**src/rtl/pirq_pkg.sv**
```systemverilog
package pirq_pkg;
   localparam int LINE_COUNT    = 4;
   localparam int CTRL_INPUTS   = 16;
   localparam int CFG_BYTE_W    = 8;
   localparam int DEVFN_BITS    = 8;
   localparam int DEV_FIELD_LSB = 3;
   localparam logic [7:0] STEER_BASE  = 8'h60;
   localparam logic [7:0] STEER_RESET = 8'h80;
endpackage

```
**src/rtl/pirq_swizzle.sv**
```systemverilog
module pirq_swizzle #(
   parameter int NUM_LINES = pirq_pkg::LINE_COUNT,
   parameter int DEVFN_W   = pirq_pkg::DEVFN_BITS,
   parameter int DEV_LSB   = pirq_pkg::DEV_FIELD_LSB,
   localparam int LINE_W   = $clog2(NUM_LINES)
) (
   input  logic [DEVFN_W-1:0] devfn,
   input  logic [LINE_W-1:0]  pin,
   output logic [LINE_W-1:0]  line
);
   localparam bit POW2 = ((1 << LINE_W) == NUM_LINES);

   int unsigned sum;
   always_comb sum = int'(devfn[DEVFN_W-1:DEV_LSB]) + int'(pin) + NUM_LINES - 1;

   generate
      if (POW2) begin : g_mask
         always_comb line = LINE_W'(sum);
      end else begin : g_mod
         always_comb line = LINE_W'(sum % NUM_LINES);
      end
   endgenerate

   always_comb begin
      if (devfn[DEVFN_W-1:DEV_LSB] == '0 && pin == '0)
         assert_wrap_R2: assert (line == LINE_W'(NUM_LINES - 1));
      if (devfn[DEVFN_W-1:DEV_LSB] == 1)
         assert_identity_R1: assert (line == pin);
   end
endmodule

```
**src/rtl/pirq_route_regs.sv**
```systemverilog
module pirq_route_regs #(
   parameter int NUM_LINES            = pirq_pkg::LINE_COUNT,
   parameter int REG_W                = pirq_pkg::CFG_BYTE_W,
   parameter int ADDR_W               = 8,
   parameter logic [ADDR_W-1:0] BASE  = pirq_pkg::STEER_BASE,
   parameter logic [REG_W-1:0] RST_V  = pirq_pkg::STEER_RESET
) (
   input  logic                            clk,
   input  logic                            rst_n,
   input  logic                            wr_en,
   input  logic [ADDR_W-1:0]               addr,
   input  logic [REG_W-1:0]                wdata,
   output logic [REG_W-1:0]                rdata,
   output logic [NUM_LINES-1:0][REG_W-1:0] routes
);
   logic [NUM_LINES-1:0] hit;

   generate
      for (genvar k = 0; k < NUM_LINES; k++) begin : g_reg
         assign hit[k] = (addr == ADDR_W'(int'(BASE) + k));
         always_ff @(posedge clk or negedge rst_n) begin
            if (!rst_n)                routes[k] <= RST_V;
            else if (wr_en && hit[k])  routes[k] <= wdata;
         end
      end
   endgenerate

   always_comb begin
      rdata = '0;
      for (int k = 0; k < NUM_LINES; k++)
         if (hit[k]) rdata = routes[k];
   end

   assert_hold_R3: assert property (@(posedge clk) disable iff (!rst_n)
      !wr_en |=> $stable(routes));
   assert_ignore_R3: assert property (@(posedge clk) disable iff (!rst_n)
      (wr_en && hit == '0) |=> $stable(routes));
endmodule

```
**src/rtl/pirq_level_store.sv**
```systemverilog
module pirq_level_store #(
   parameter int NUM_LINES = pirq_pkg::LINE_COUNT,
   localparam int LINE_W   = $clog2(NUM_LINES)
) (
   input  logic                 clk,
   input  logic                 rst_n,
   input  logic                 upd,
   input  logic [LINE_W-1:0]    line,
   input  logic                 level,
   output logic [NUM_LINES-1:0] levels
);
   generate
      for (genvar k = 0; k < NUM_LINES; k++) begin : g_lvl
         always_ff @(posedge clk or negedge rst_n) begin
            if (!rst_n)                            levels[k] <= 1'b0;
            else if (upd && line == LINE_W'(k))    levels[k] <= level;
         end
      end
   endgenerate

   assert_hold_R8: assert property (@(posedge clk) disable iff (!rst_n)
      !upd |=> $stable(levels));
   assert_single_R8: assert property (@(posedge clk) disable iff (!rst_n)
      upd |=> $countones(levels ^ $past(levels)) <= 1);
endmodule

```
**src/rtl/pirq_steer.sv**
```systemverilog
module pirq_steer #(
   parameter int NUM_LINES = pirq_pkg::LINE_COUNT,
   parameter int NUM_OUTS  = pirq_pkg::CTRL_INPUTS,
   parameter int REG_W     = pirq_pkg::CFG_BYTE_W
) (
   input  logic                            clk,
   input  logic                            rst_n,
   input  logic [NUM_LINES-1:0]            levels,
   input  logic [NUM_LINES-1:0][REG_W-1:0] routes,
   output logic [NUM_OUTS-1:0]             irq_out
);
   logic [NUM_OUTS-1:0] next_out;

   generate
      for (genvar j = 0; j < NUM_OUTS; j++) begin : g_out
         logic [NUM_LINES-1:0] src;
         for (genvar k = 0; k < NUM_LINES; k++) begin : g_src
            assign src[k] = levels[k] && (routes[k] == REG_W'(j));
         end
         assign next_out[j] = |src;
      end
   endgenerate

   always_ff @(posedge clk or negedge rst_n) begin
      if (!rst_n) irq_out <= '0;
      else        irq_out <= next_out;
   end

   logic all_off;
   always_comb begin
      all_off = 1'b1;
      for (int k = 0; k < NUM_LINES; k++)
         if (int'(routes[k]) < NUM_OUTS) all_off = 1'b0;
   end

   assert_quiet_R6: assert property (@(posedge clk) disable iff (!rst_n)
      (levels == '0) |=> (irq_out == '0));
   assert_fanout_R6: assert property (@(posedge clk) disable iff (!rst_n)
      $countones(irq_out) <= $countones($past(levels)));
   assert_unrouted_R5: assert property (@(posedge clk) disable iff (!rst_n)
      all_off |=> (irq_out == '0));
   assert_reset_R4: assert property (@(posedge clk)
      !rst_n |=> (irq_out == '0));
endmodule

```
**src/rtl/pirq_router.sv**
```systemverilog
module pirq_router #(
   parameter int NUM_LINES = pirq_pkg::LINE_COUNT,
   parameter int NUM_OUTS  = pirq_pkg::CTRL_INPUTS,
   parameter int REG_W     = pirq_pkg::CFG_BYTE_W,
   parameter int ADDR_W    = 8,
   parameter int DEVFN_W   = pirq_pkg::DEVFN_BITS,
   localparam int LINE_W   = $clog2(NUM_LINES)
) (
   input  logic                clk,
   input  logic                rst_n,
   input  logic                cfg_wr_en,
   input  logic [ADDR_W-1:0]   cfg_addr,
   input  logic [REG_W-1:0]    cfg_wdata,
   output logic [REG_W-1:0]    cfg_rdata,
   input  logic                req_valid,
   input  logic [DEVFN_W-1:0]  req_devfn,
   input  logic [LINE_W-1:0]   req_pin,
   input  logic                req_level,
   output logic [NUM_OUTS-1:0] ctrl_irq
);
   generate
      if (NUM_LINES < 2) begin : g_bad_lines
         $error("pirq_router: NUM_LINES must be at least 2");
      end
      if (NUM_OUTS > (1 << REG_W)) begin : g_bad_outs
         $error("pirq_router: NUM_OUTS exceeds the steering register range");
      end
      if (DEVFN_W <= pirq_pkg::DEV_FIELD_LSB) begin : g_bad_devfn
         $error("pirq_router: DEVFN_W too narrow for a device field");
      end
   endgenerate

   logic [LINE_W-1:0]              req_line;
   logic [NUM_LINES-1:0]           levels;
   logic [NUM_LINES-1:0][REG_W-1:0] routes;

   pirq_swizzle #(.NUM_LINES(NUM_LINES), .DEVFN_W(DEVFN_W)) u_swz (
      .devfn (req_devfn),
      .pin   (req_pin),
      .line  (req_line)
   );

   pirq_route_regs #(.NUM_LINES(NUM_LINES), .REG_W(REG_W), .ADDR_W(ADDR_W)) u_regs (
      .clk    (clk),
      .rst_n  (rst_n),
      .wr_en  (cfg_wr_en),
      .addr   (cfg_addr),
      .wdata  (cfg_wdata),
      .rdata  (cfg_rdata),
      .routes (routes)
   );

   pirq_level_store #(.NUM_LINES(NUM_LINES)) u_lvl (
      .clk    (clk),
      .rst_n  (rst_n),
      .upd    (req_valid),
      .line   (req_line),
      .level  (req_level),
      .levels (levels)
   );

   pirq_steer #(.NUM_LINES(NUM_LINES), .NUM_OUTS(NUM_OUTS), .REG_W(REG_W)) u_steer (
      .clk     (clk),
      .rst_n   (rst_n),
      .levels  (levels),
      .routes  (routes),
      .irq_out (ctrl_irq)
   );
endmodule

```
**config.mk**
```make
export PLATFORM = sky130hd
export DESIGN_NAME = pirq_router
export DESIGN_NICKNAME = d
export VERILOG_FILES = /design/src/rtl/pirq_pkg.sv /design/src/rtl/pirq_swizzle.sv /design/src/rtl/pirq_route_regs.sv /design/src/rtl/pirq_level_store.sv /design/src/rtl/pirq_steer.sv /design/src/rtl/pirq_router.sv
export SDC_FILE = /design/constraint.sdc
export NUM_CORES = 1
export LEC_CHECK = 0
export ABC_AREA = 1
export BUFFER_PORTS_ARGS = -buffer_cell sky130_fd_sc_hd__buf_2
export CAP_MARGIN = 20
export CORE_MARGIN = 3
export CORE_UTILIZATION = 29
export DETAILED_ROUTE_END_ITERATION = 10
export PLACE_DENSITY = 0.44
export SYNTH_ARGS = -nofsm -noshare
export SYNTH_HDL_FRONTEND = slang
export SYNTH_SLANG_ARGS = --single-unit
```
**constraint.sdc**
```tcl
create_clock -name clk -period 1.9 [get_ports clk]
set_input_delay 0.095 -clock clk [delete_from_list [all_inputs] [get_ports clk]]
set_output_delay 0.095 -clock clk [all_outputs]
set_load 0.02 [all_outputs]
```
==> results of run 1 <==
## metal layers
layer	vias to the layer above	global-route usage	routed length [um]
met5	-	0	0
met4	0	0.0397	112
met3	9	0.0277	578
met2	103	0.247	4390
met1	1472	0.243	4760
li1	1582	-	-
## layout by cell type (no fill, tap or decap), types with 2 or more instances in the layout
master / count
dfstp_2: 4
nor2_4: 8
nand2_1: 119
inv_1: 48
o21ai_2: 8
buf_2: 48
nand3b_1: 3
nand4_1: 24
nand3_1: 69
dfrtp_1: 48
nor3_1: 15
nor2_1: 61
clkbuf_8: 5
o21ai_0: 26
inv_2: 2
buf_12: 2
nand2_4: 5
## power breakdown
group / total [W] / switching [W] / internal (W) / leakage [nW]
Clock: 0.000804 / 0.000407 / 0.000398 / 0.0548
Combinational: 0.000561 / 0.000393 / 0.000168 / 1.28
Sequential: 0.00132 / 0.000120 / 0.00120 / 0.624
Total: 0.00268 / 0.000920 / 0.00176 / 1.96
## flip-flops by register name, summed over array words and instances (netlist names)
name / count
u_steer.irq_out: 16
u_regs.routes: 32
u_lvl.levels: 4
## worst max-delay path: cells and delay by family (launching register included)
kind | cells | cell delay [ps]
DFF | 1 | 420
buffers and inverters | 1 | 240
and+or+nand+nor | 6 | 800
## worst min path at each step
stage,startpoint,to,slack (ps),cells after the start
global route,cfg_wdata[7],u_regs.routes[7],7,3
global placement,rst_n,u_steer.irq_out[13],100,1
CTS,cfg_wdata[7],u_regs.routes[7],6,3
floorplan,rst_n,u_lvl.levels[0],-200,0
detailed placement,rst_n,u_steer.irq_out[13],110,1
finish,cfg_wdata[7],u_regs.routes[7],20,3
## final cells by class
type                    instances  area share
clock inverters                 3      0.0124
flip-flops and latches         52       0.349
clock buffers                   5      0.0184
inverters                      51      0.0512
multi-input cells             341       0.442
well taps                     140      0.0469
repair buffers                 52      0.0797
## cells by family (layout without fill, tap and decap cells)
group                      after synthesis  count (layout)  synth area share
adders and majority gates                1               1           0.00385
buffers and inverters                   66             111            0.0893
DFF                                     52              52             0.402
AOI/OAI and AO/OA                       35              35            0.0631
and+or+nand+nor                        305             305             0.442
## stage by stage
step | instances | instance area (sq um) | utilization | hold WS, ps | total power (W)
final | 644 | 3740 | 0.343 | 21.5 | 0.00268
after global routing | 644 | 3740 | 0.343 | 6.96 | 0.00285
after CTS | 644 | 3740 | 0.343 | 6.44 | 0.00272
after detailed placement | 635 | 3610 | 0.332 | 115 | 0.00190
after global placement | 635 | 3610 | 0.332 | 104 | 0.00189
after floorplan | 459 | 3250 | - | -201 | 0.00169
==> summary.md, run 1 <==
| Metric | Value |
|---|---|
| Status | `finished, final reports clean` |
| DRC Markers | `0` |
| Global-route usage over all layers | `0.163` |
| CTS tree | `built` |
| Sequential-to-total area share from yosys stat | `0.402` |
| Critical path fanouts, max | `11` |
| Post-synth ARST share | `1.00` |
| Final Hold Viols | `0` |
| Pin count of the biggest net entering global routing | `33` |
| Clk buf depth | `2` |
| Worst Path Required | `2160 ps` |
| Post-CTS Setup Inserts | `0` |
| FF-to-FF setup slack | `360 ps` |
| Crit path time final | `1540 ps` |
| Synthesized instance count | `459` |
| GRT overflow | `0` |
| FMAX | `651 MHz` |
| Clk pin slew, worst setup/hold paths | `110 ps` |
| Initial antenna violation count | `0` |
| Count leader, synth | `nand2_1` |
| Cell Area, Synth | `3250 sq um` |
| Post-synth top cells | `nand2_1 (119), nand3_1 (69), nor2_1 (61), dfrtp_1 (48), inv_1 (48)` |
| Vias in the first global route | `2976` |
| Reg2Reg Launch Point | `u_regs.routes[20]` |
| Layout cells sized above 1 | `0.173` |
| Filler cells | `1184` |
| Register bit total from synthesis | `52` |
| Register area | `1310 sq um` |
| Nets | `535` |
| Actual slew at the worst max-slew pin | `695 ps` |
| Syn Nets | `491` |
| Final WS setup | `365 ps` |
| Max cap viols | `0` |
| Sum of negative setup slack | `0 ps` |
| Synth warn | `0` |
| Initial DRC count | `263` |
| Critical Path Slowest Stage Cell | `dfrtp_1` |
| R2R depth | `7` |
| Endpoint type of the worst setup path | `register` |
| Cell taking the most area after synthesis | `dfrtp_1` |
| Kind of critical path | `reg -> reg` |
| # diodes | `0` |
| Static leakage | `1.96 nW` |
| Max-slew violation count | `0` |
| Skew-Pair Late Insertion Delay | `320 ps` |
| Slew headroom | `0.536` |
| First-pass GRT wire length | `16.2 mm` |
| Top FF cell, synth | `dfrtp_1` |
| Mapped Avg Cell Area | `7.08 sq um` |
| Final Setup Violations | `0` |
| WL/cell | `15.3 um` |
| Crit-path cells | `nor2_1 -> nand2_1 -> inv_1 -> nand2_1 -> nor2_1 -> nor2_1 -> nand2_1` |
| PD cells | `718 nW/um^2` |
| Num ports | `55` |
| Root Driver | `clkbuf_8` |
| Crit share post-route | `0.808` |
| Post-synth EDFFs | `0` |
| Die Ht | `112 um` |
| DR vias | `3166` |
| Core box area | `10900 sq um` |
| 1st-pass router iterations | `5` |
| H-tree depth | `2` |
| Clock skew | `7.90 ps` |
| RSZ-0062 raised after global routing | `no` |
| TritonCTS sink count | `52` |
| Worst R2R End | `u_steer.irq_out[9]` |
| Multi-input logic area | `1650 sq um` |
| Peak supply drop | `0.000300 V` |
| CTS Buf Count | `5` |
| Crit path capture | `u_steer.irq_out[9]` |
| Synthesis-to-layout area growth | `15.1%` |
| Cell variety after synth | `21` |
| Synth top area cells | `dfrtp_1 (37%), nand2_1 (14%), nand3_1 (11%)` |
| Hold-fix buffers, CTS | `1` |
| Initial Util | `0.298` |
| Via density | `4.92` |
| CTS resizes | `0` |
| Setup WS pre-CTS | `405 ps` |
| Worst setup SP type | `register` |
| Synth top area share | `0.370` |
| DP HPWL | `7.92 mm` |
| Die Wd | `112 um` |
| Row count | `38` |
| Gpl congestion | `0.938` |
| IO Port Bufs | `48` |
| Critical path startpoint | `u_regs.routes[20]` |
| Routed Wire Length | `9.84 mm` |
| Final ANT Viol Nets | `0` |
| Die area | `12500 sq um` |
| Min-delay worst type | `in -> reg` |
| Worst EP arrival | `1790 ps` |
| Slowest Stage Delay on Critical Path | `420 ps` |
No activity file was read; power rests on OpenSTA's default activity.
==> run 2: changes to the inputs <==
clock period = 1.6 ns   (was 1.9 ns; I/O delays follow)
==> run 2 against run 1 <==
Net effect: clock power fell by 3.6%; total power rose by 12%; final area barely moved; clock skew rose by 4.1 ps; utilization barely moved; die area did not move; flip-flop and latch count did not move; sequential power rose by 18%; non-clock buffer count rose by 3; critical path depth did not move; critical endpoint is now u_steer.irq_out[13]; largest power group unchanged; highest routed layer unchanged.
==> summary.md, run 2 (synthesis gave the netlist of run 1 again) <==
| Metric | Value |
|---|---|
| FMAX | `685 MHz (+5.2%)` |
| H-tree depth | `2 (unchanged)` |
| Combinational share of power | `0.227 (+0.018)` |
| Multi-input logic area | `1650 sq um (unchanged)` |
| CTS Buf Count | `5 (unchanged)` |
| Net Switching | `0.00108 W (+17%)` |
| Clock skew | `12.0 ps (+4.09 ps)` |
| PD cells | `808 nW/um^2 (+13%)` |
| Worst Path Required | `1860 ps (-300 ps)` |
| Endpoint type of the worst setup path | `register` |
| Sequential group share of total power | `0.517 (+0.026)` |
| Clk pin slew, worst setup/hold paths | `110 ps (about the same)` |
| RSZ-0062 raised after global routing | `no` |
| Critical path fanouts, max | `11 (unchanged)` |
| Worst EP arrival | `1710 ps (-80 ps)` |
| Critical path startpoint | `u_regs.routes[6]` |
| Int Pwr | `0.00194 W (+10%)` |
| Max-slew violation count | `0 (unchanged)` |
| Hold_sp | `req_level` |
| IO Port Bufs | `48 (unchanged)` |
| Crit path time final | `1460 ps (-76.1 ps)` |
| Min-delay worst type | `in -> reg` |
| FF-to-FF setup slack | `140 ps (-220 ps)` |
| # diodes | `0 (unchanged)` |
| Initial DRC count | `206 (-22%)` |
| Most flops, register | `u_regs.routes` |
| Die Wd | `112 um (unchanged)` |
| Row count | `38 (unchanged)` |
| Max reg flops | `32 (unchanged)` |
| Worst R2R End | `u_steer.irq_out[13]` |
| Hold endpoint | `u_lvl.levels[0]` |
| Die Ht | `112 um (unchanged)` |
| Most Crowded Layer GR | `met1` |
| Sum of negative setup slack | `0 ps (unchanged)` |
| Initial antenna violation count | `0 (unchanged)` |
| Die area | `12500 sq um (unchanged)` |
| Slew headroom | `0.653 (+0.116)` |
| Num ports | `55 (unchanged)` |
| Grt met2 use | `0.243 (-0.00440)` |
| Initial Util | `0.298 (unchanged)` |
| Filler cells | `1199 (+1.3%)` |
| Most frequent cells in the layout | `nand2_1 (119), nand3_1 (69), nor2_1 (61)` |
| WL/cell | `15.3 um (+0.38%)` |
| 1st-pass router iterations | `5 (unchanged)` |
| TritonCTS sink count | `52 (unchanged)` |
| Static leakage | `1.96 nW (+0.39%)` |
| Peak supply drop | `0.000360 V (+20%)` |
| Pin count of the biggest net entering global routing | `38 (+15%)` |
| Placed cell count | `637 (+0.31%)` |
| Max cap viols | `0 (unchanged)` |
| Met1 Track Usage GR | `0.246 (+0.00264)` |
| Grt met3 use | `0.0277 (unchanged)` |
| DRC Markers | `0 (unchanged)` |
| R2R depth | `7 (unchanged)` |
| Kind of critical path | `reg -> reg` |
| Routed Wire Length | `9.93 mm (+0.84%)` |
| Worst Hold Depth | `3 (unchanged)` |
| Reg2Reg Launch Point | `u_regs.routes[6]` |
| Skew-Pair Late Insertion Delay | `320 ps (about the same)` |
| Final Non-Filler Cells | `647 (+0.47%)` |
| Commonest non-fill, non-tap cell in the layout | `nand2_1` |
| Actual slew at the worst max-slew pin | `517 ps (-178 ps)` |
| Synthesis-to-layout area growth | `15.0% (about the same)` |
| Top Registers | `u_regs.routes: 32 flops, u_steer.irq_out: 16 flops, u_lvl.levels: 4 flops` |
| Root Driver | `clkbuf_8` |
| Clk buf depth | `2 (unchanged)` |
| Via density | `4.91 (-0.12%)` |
| Layout cells sized above 1 | `0.178 (+0.00490)` |
| Final Hold Viols | `0 (unchanged)` |
| CTS tree | `built` |
| Status | `finished, final reports clean` |
| Crit share post-route | `0.912 (+0.104)` |
| Switching fraction of total power | `0.357 (+0.0140)` |
| Register area | `1310 sq um (unchanged)` |
| Worst setup SP type | `register` |
| First-pass GRT wire length | `16.2 mm (about the same)` |
| Vias in the first global route | `2992 (+0.54%)` |
| Gpl congestion | `0.918 (-2.1%)` |
| Clock Power Share | `0.257 (-0.043)` |
| Nets | `538 (+0.56%)` |
| Core box area | `10900 sq um (unchanged)` |
| Global-route usage over all layers | `0.163 (-0.000776)` |
| Final ANT Viol Nets | `0 (unchanged)` |
| GRT overflow | `0 (unchanged)` |
| DP HPWL | `8.00 mm (+1.0%)` |
| DR vias | `3177 (+0.35%)` |
| Final Setup Violations | `0 (unchanged)` |
-- run 2: critical path: stages, from the launching register on --
cell and delay, ps:
dfrtp_1 410, nor2_1 250, nand2_1 150, inv_1 270, nand2_1 90, nand2_1 100, inv_1 50, nand2_1 70
-- run 2: power by group through the flow --
stage / Clock, W / Sequential [W] / Combinational (W)
floorplan: 0 / 0.00155 / 0.000455
global placement: 0 / 0.00158 / 0.000679
detailed placement: 0 / 0.00158 / 0.000683
CTS: 0.000819 / 0.00156 / 0.000688
global route: 0.000863 / 0.00158 / 0.000773
finish: 0.000775 / 0.00156 / 0.000684
-- run 2: per-stage QoR --
| step | instance area (sq um) | util | worst slack (ps) | hold slack (ps) | total power (W) |
|---|---|---|---|---|---|
| finish | 3740 | 0.343 | 141 | 34.1 | 0.00302 |
| global route | 3740 | 0.343 | 53.2 | 32.2 | 0.00321 |
| CTS | 3740 | 0.343 | 123 | 19.4 | 0.00306 |
| detailed placement | 3630 | 0.333 | 148 | 29.9 | 0.00226 |
| global placement | 3630 | 0.333 | 151 | 31.2 | 0.00226 |
| floorplan | 3250 | - | 347 | -216 | 0.00201 |
-- run 2: layout make-up --
class | count | area share
clock buffer | 5 | 0.0184
clock inverter | 3 | 0.00502
inverter | 51 | 0.0512
multi-input combinational | 341 | 0.442
sequential | 52 | 0.350
tap | 140 | 0.0469
timing repair buffer | 55 | 0.0864
-- run 2: timing repair --
| action | in CTS | in global routing |
|---|---|---|
| endpoints found under the setup margin | 0 | 1 |
| hold buffers | 2 | 0 |
| gates resized for setup | 0 | 1 |
| hold endpoints to repair | 18 | 0 |
| setup buffers | 0 | 0 |
-- run 2: worst max-delay path by stage --
stage / endpoint / slack [ps] / cells past startpoint
after CTS: u_steer.irq_out[9] / 120 / 7
after global placement: u_steer.irq_out[9] / 150 / 7
after global routing: u_steer.irq_out[11] / 50 / 7
final: u_steer.irq_out[13] / 140 / 7
after floorplan: u_steer.irq_out[11] / 350 / 7
after detailed placement: u_steer.irq_out[9] / 150 / 7
-- run 2: routing by layer --
| layer | vias up | routed length, um |
|---|---|---|
| met5 | - | 0 |
| met1 | 1496 | 4900 |
| met3 | 7 | 555 |
| li1 | 1585 | - |
| met2 | 89 | 4360 |
| met4 | 0 | 104 |
==> run 3: changes to the inputs <==
PLACE_DENSITY = 0.45   (was 0.44)
clock period = 1.3 ns   (was 1.6 ns; I/O delays follow)
==> run 3 against run 2 <==
Net effect: first-iteration DRC count fell by 16%; the flow now finishes with violations (setup timing); critical path type is now reg -> out; register-to-register slack got worse by 160 ps; flip-flop and latch count stayed put; via count is 5.0% higher; largest power group unchanged; largest cell class unchanged; combinational power increased by 64%; clock skew shrank 7.5 ps; final area is 13% higher; critical endpoint is now cfg_rdata[7]; global-route usage up 0.33 points.
==> summary.md, run 3 (synthesis gave the netlist of run 1 again) <==
| Metric | Value |
|---|---|
| H-tree depth | `2 (unchanged)` |
| Status | `complete, but fails checks` |
| Switching fraction of total power | `0.347 (-0.00962)` |
| Core box area | `10900 sq um (unchanged)` |
| Endpoint type of the worst setup path | `output pin` |
| Actual slew at the worst max-slew pin | `381 ps (-136 ps)` |
| Net Switching | `0.00139 W (+29%)` |
| Post-DP Area | `3880 sq um (+7.0%)` |
| Worst EP arrival | `1280 ps (-430 ps)` |
| Final Hold Viols | `0 (unchanged)` |
| Die Ht | `112 um (unchanged)` |
| Int Pwr | `0.00261 W (+35%)` |
| Kind of critical path | `reg -> out` |
| Slew headroom | `0.744 (+0.0913)` |
| # diodes | `0 (unchanged)` |
| Clock Power Share | `0.247 (-0.010)` |
| Skew-Pair Late Insertion Delay | `310 ps (about the same)` |
| Gpl congestion | `0.915 (-0.30%)` |
| TritonCTS sink count | `52 (unchanged)` |
| Critical path startpoint | `u_regs.routes[7]` |
| FMAX | `743 MHz` |
| Most frequent cells in the layout | `nand2_1 (116), nand3_1 (60), nor2_1 (49)` |
| Num ports | `55 (unchanged)` |
| DP HPWL | `8.28 mm (+3.5%)` |
| Peak supply drop | `0.000459 V (+27%)` |
| Crit share post-route | `1.03` |
| Die area | `12500 sq um (unchanged)` |
| Hold_sp | `cfg_wdata[5]` |
| Critical path fanouts, max | `2 (-9)` |
| Die Wd | `112 um (unchanged)` |
| Static leakage | `2.17 nW (+11%)` |
| Vias in the first global route | `3256 (+8.8%)` |
| Reg2Reg Launch Point | `u_regs.routes[6]` |
| Final WS setup | `-45.2 ps (-186 ps)` |
| Max cap viols | `0 (unchanged)` |
| Worst setup SP type | `register` |
| Final Setup Violations | `2 (+2)` |
| RSZ-0062 raised after global routing | `yes` |
| First-pass GRT wire length | `16.5 mm (+2.0%)` |
| Combinational share of power | `0.280 (+0.053)` |
| Max reg flops | `32 (unchanged)` |
| Row count | `38 (unchanged)` |
| WL/cell | `15.0 um (-2.0%)` |
| Top Registers | `u_regs.routes: 32 flops, u_steer.irq_out: 16 flops, u_lvl.levels: 4 flops` |
| Setup WS pre-CTS | `-78.3 ps (-226 ps)` |
| Commonest non-fill, non-tap cell in the layout | `nand2_1` |
| Failing checks | `setup timing` |
| Synthesis-to-layout area growth | `30.2%` |
| Clock skew | `4.45 ps (-7.54 ps)` |
| Initial antenna violation count | `0 (unchanged)` |
| Root Driver | `clkbuf_8` |
| Nets | `576 (+7.1%)` |
| Routed Wire Length | `10.3 mm (+3.8%)` |
| CTS Buf Count | `5 (unchanged)` |
| Clk pin slew, worst setup/hold paths | `100 ps (about the same)` |
| Min-delay worst type | `in -> reg` |
| GRT overflow | `0 (unchanged)` |
| CTS tree | `built` |
| Via density | `4.87 (-0.79%)` |
| Clk buf depth | `2 (unchanged)` |
| 1st-pass router iterations | `5 (unchanged)` |
| Initial DRC count | `174 (-16%)` |
| IO Port Bufs | `48 (unchanged)` |
| Layout cells sized above 1 | `0.297 (+0.120)` |
| Sequential group share of total power | `0.473 (-0.044)` |
| Crit path time final | `1350 ps` |
| Final ANT Viol Nets | `0 (unchanged)` |
| Initial Util | `0.298 (unchanged)` |
| Fin area | `4230 sq um (+13%)` |
| Worst Path Required | `1240 ps (-620 ps)` |
| Global-route usage over all layers | `0.166 (+0.00328)` |
| DR vias | `3337 (+5.0%)` |
| Pin count of the biggest net entering global routing | `53 (+39%)` |
| DRC Markers | `0 (unchanged)` |
| Max-slew violation count | `0 (unchanged)` |
| PD cells | `947 nW/um^2 (+17%)` |
| Most flops, register | `u_regs.routes` |
## run 3: final timing paths
| kind | cells past startpoint | slack (ps) | end |
|---|---|---|---|
| min in group asynchronous | 3 | 270 | u_steer.irq_out[12] |
| min reg2reg | 2 | 500 | u_regs.routes[31] |
| max in group asynchronous | 3 | 730 | u_regs.routes[7] |
| min | 3 | 30 | u_regs.routes[5] |
| max | 4 | -50 | cfg_rdata[7] |
| max reg2reg | 6 | -20 | u_steer.irq_out[14] |
## run 3: through the flow
stage,TNS (ps),total power [W],cells,hold slack (ps),util
floorplan,0,0.00247,459,-231,-
global placement,-118,0.00293,669,83.3,0.356
detailed placement,-184,0.00294,669,86.2,0.356
CTS,-151,0.00398,682,17.5,0.373
global route,-458,0.00424,685,23.0,0.389
finish,-65.1,0.00400,685,25.6,0.389
## run 3: power by group through the flow
stage               Clock (W)  Combinational (W)  Sequential [W]
CTS                   0.00103            0.00106         0.00188
global route          0.00109            0.00124         0.00192
finish               0.000989            0.00112         0.00190
detailed placement          0            0.00102         0.00192
global placement            0            0.00101         0.00192
floorplan                   0           0.000560         0.00191
## run 3: final cells by class
type / count / area [sq um]
Clock inverter: 1 / 7.51
Timing Repair inverter: 1 / 7.51
Timing Repair Buffer: 92 / 678
Fill cell: 1174 / 6660
Tap cell: 140 / 175
Multi-Input combinational cell: 341 / 1770
Inverter: 51 / 196
Clock buffer: 7 / 86.3
Sequential cell: 52 / 1310
## run 3: metal layers
layer | track usage | part of all wire
met1 | 0.246 | 0.50
met2 | 0.255 | 0.45
met3 | 0.0277 | 0.044
met4 | 0.0349 | 0.0041
met5 | 0 | 0
## run 3: worst max-delay path: stages (launching register included)
cell and delay, ps:
dfstp_2 560, buf_6 100, nand3_2 60, nand4_1 100, buf_4 150
## run 3: what timing repair did
item                                    CTS  global route
endpoints found under the setup margin   15            23
pin swaps                                 2            14
gates resized for setup                  12            44
setup buffers                             4             2
gates cloned                              0             1
hold buffers                              2             0
hold endpoints to repair                 51             0
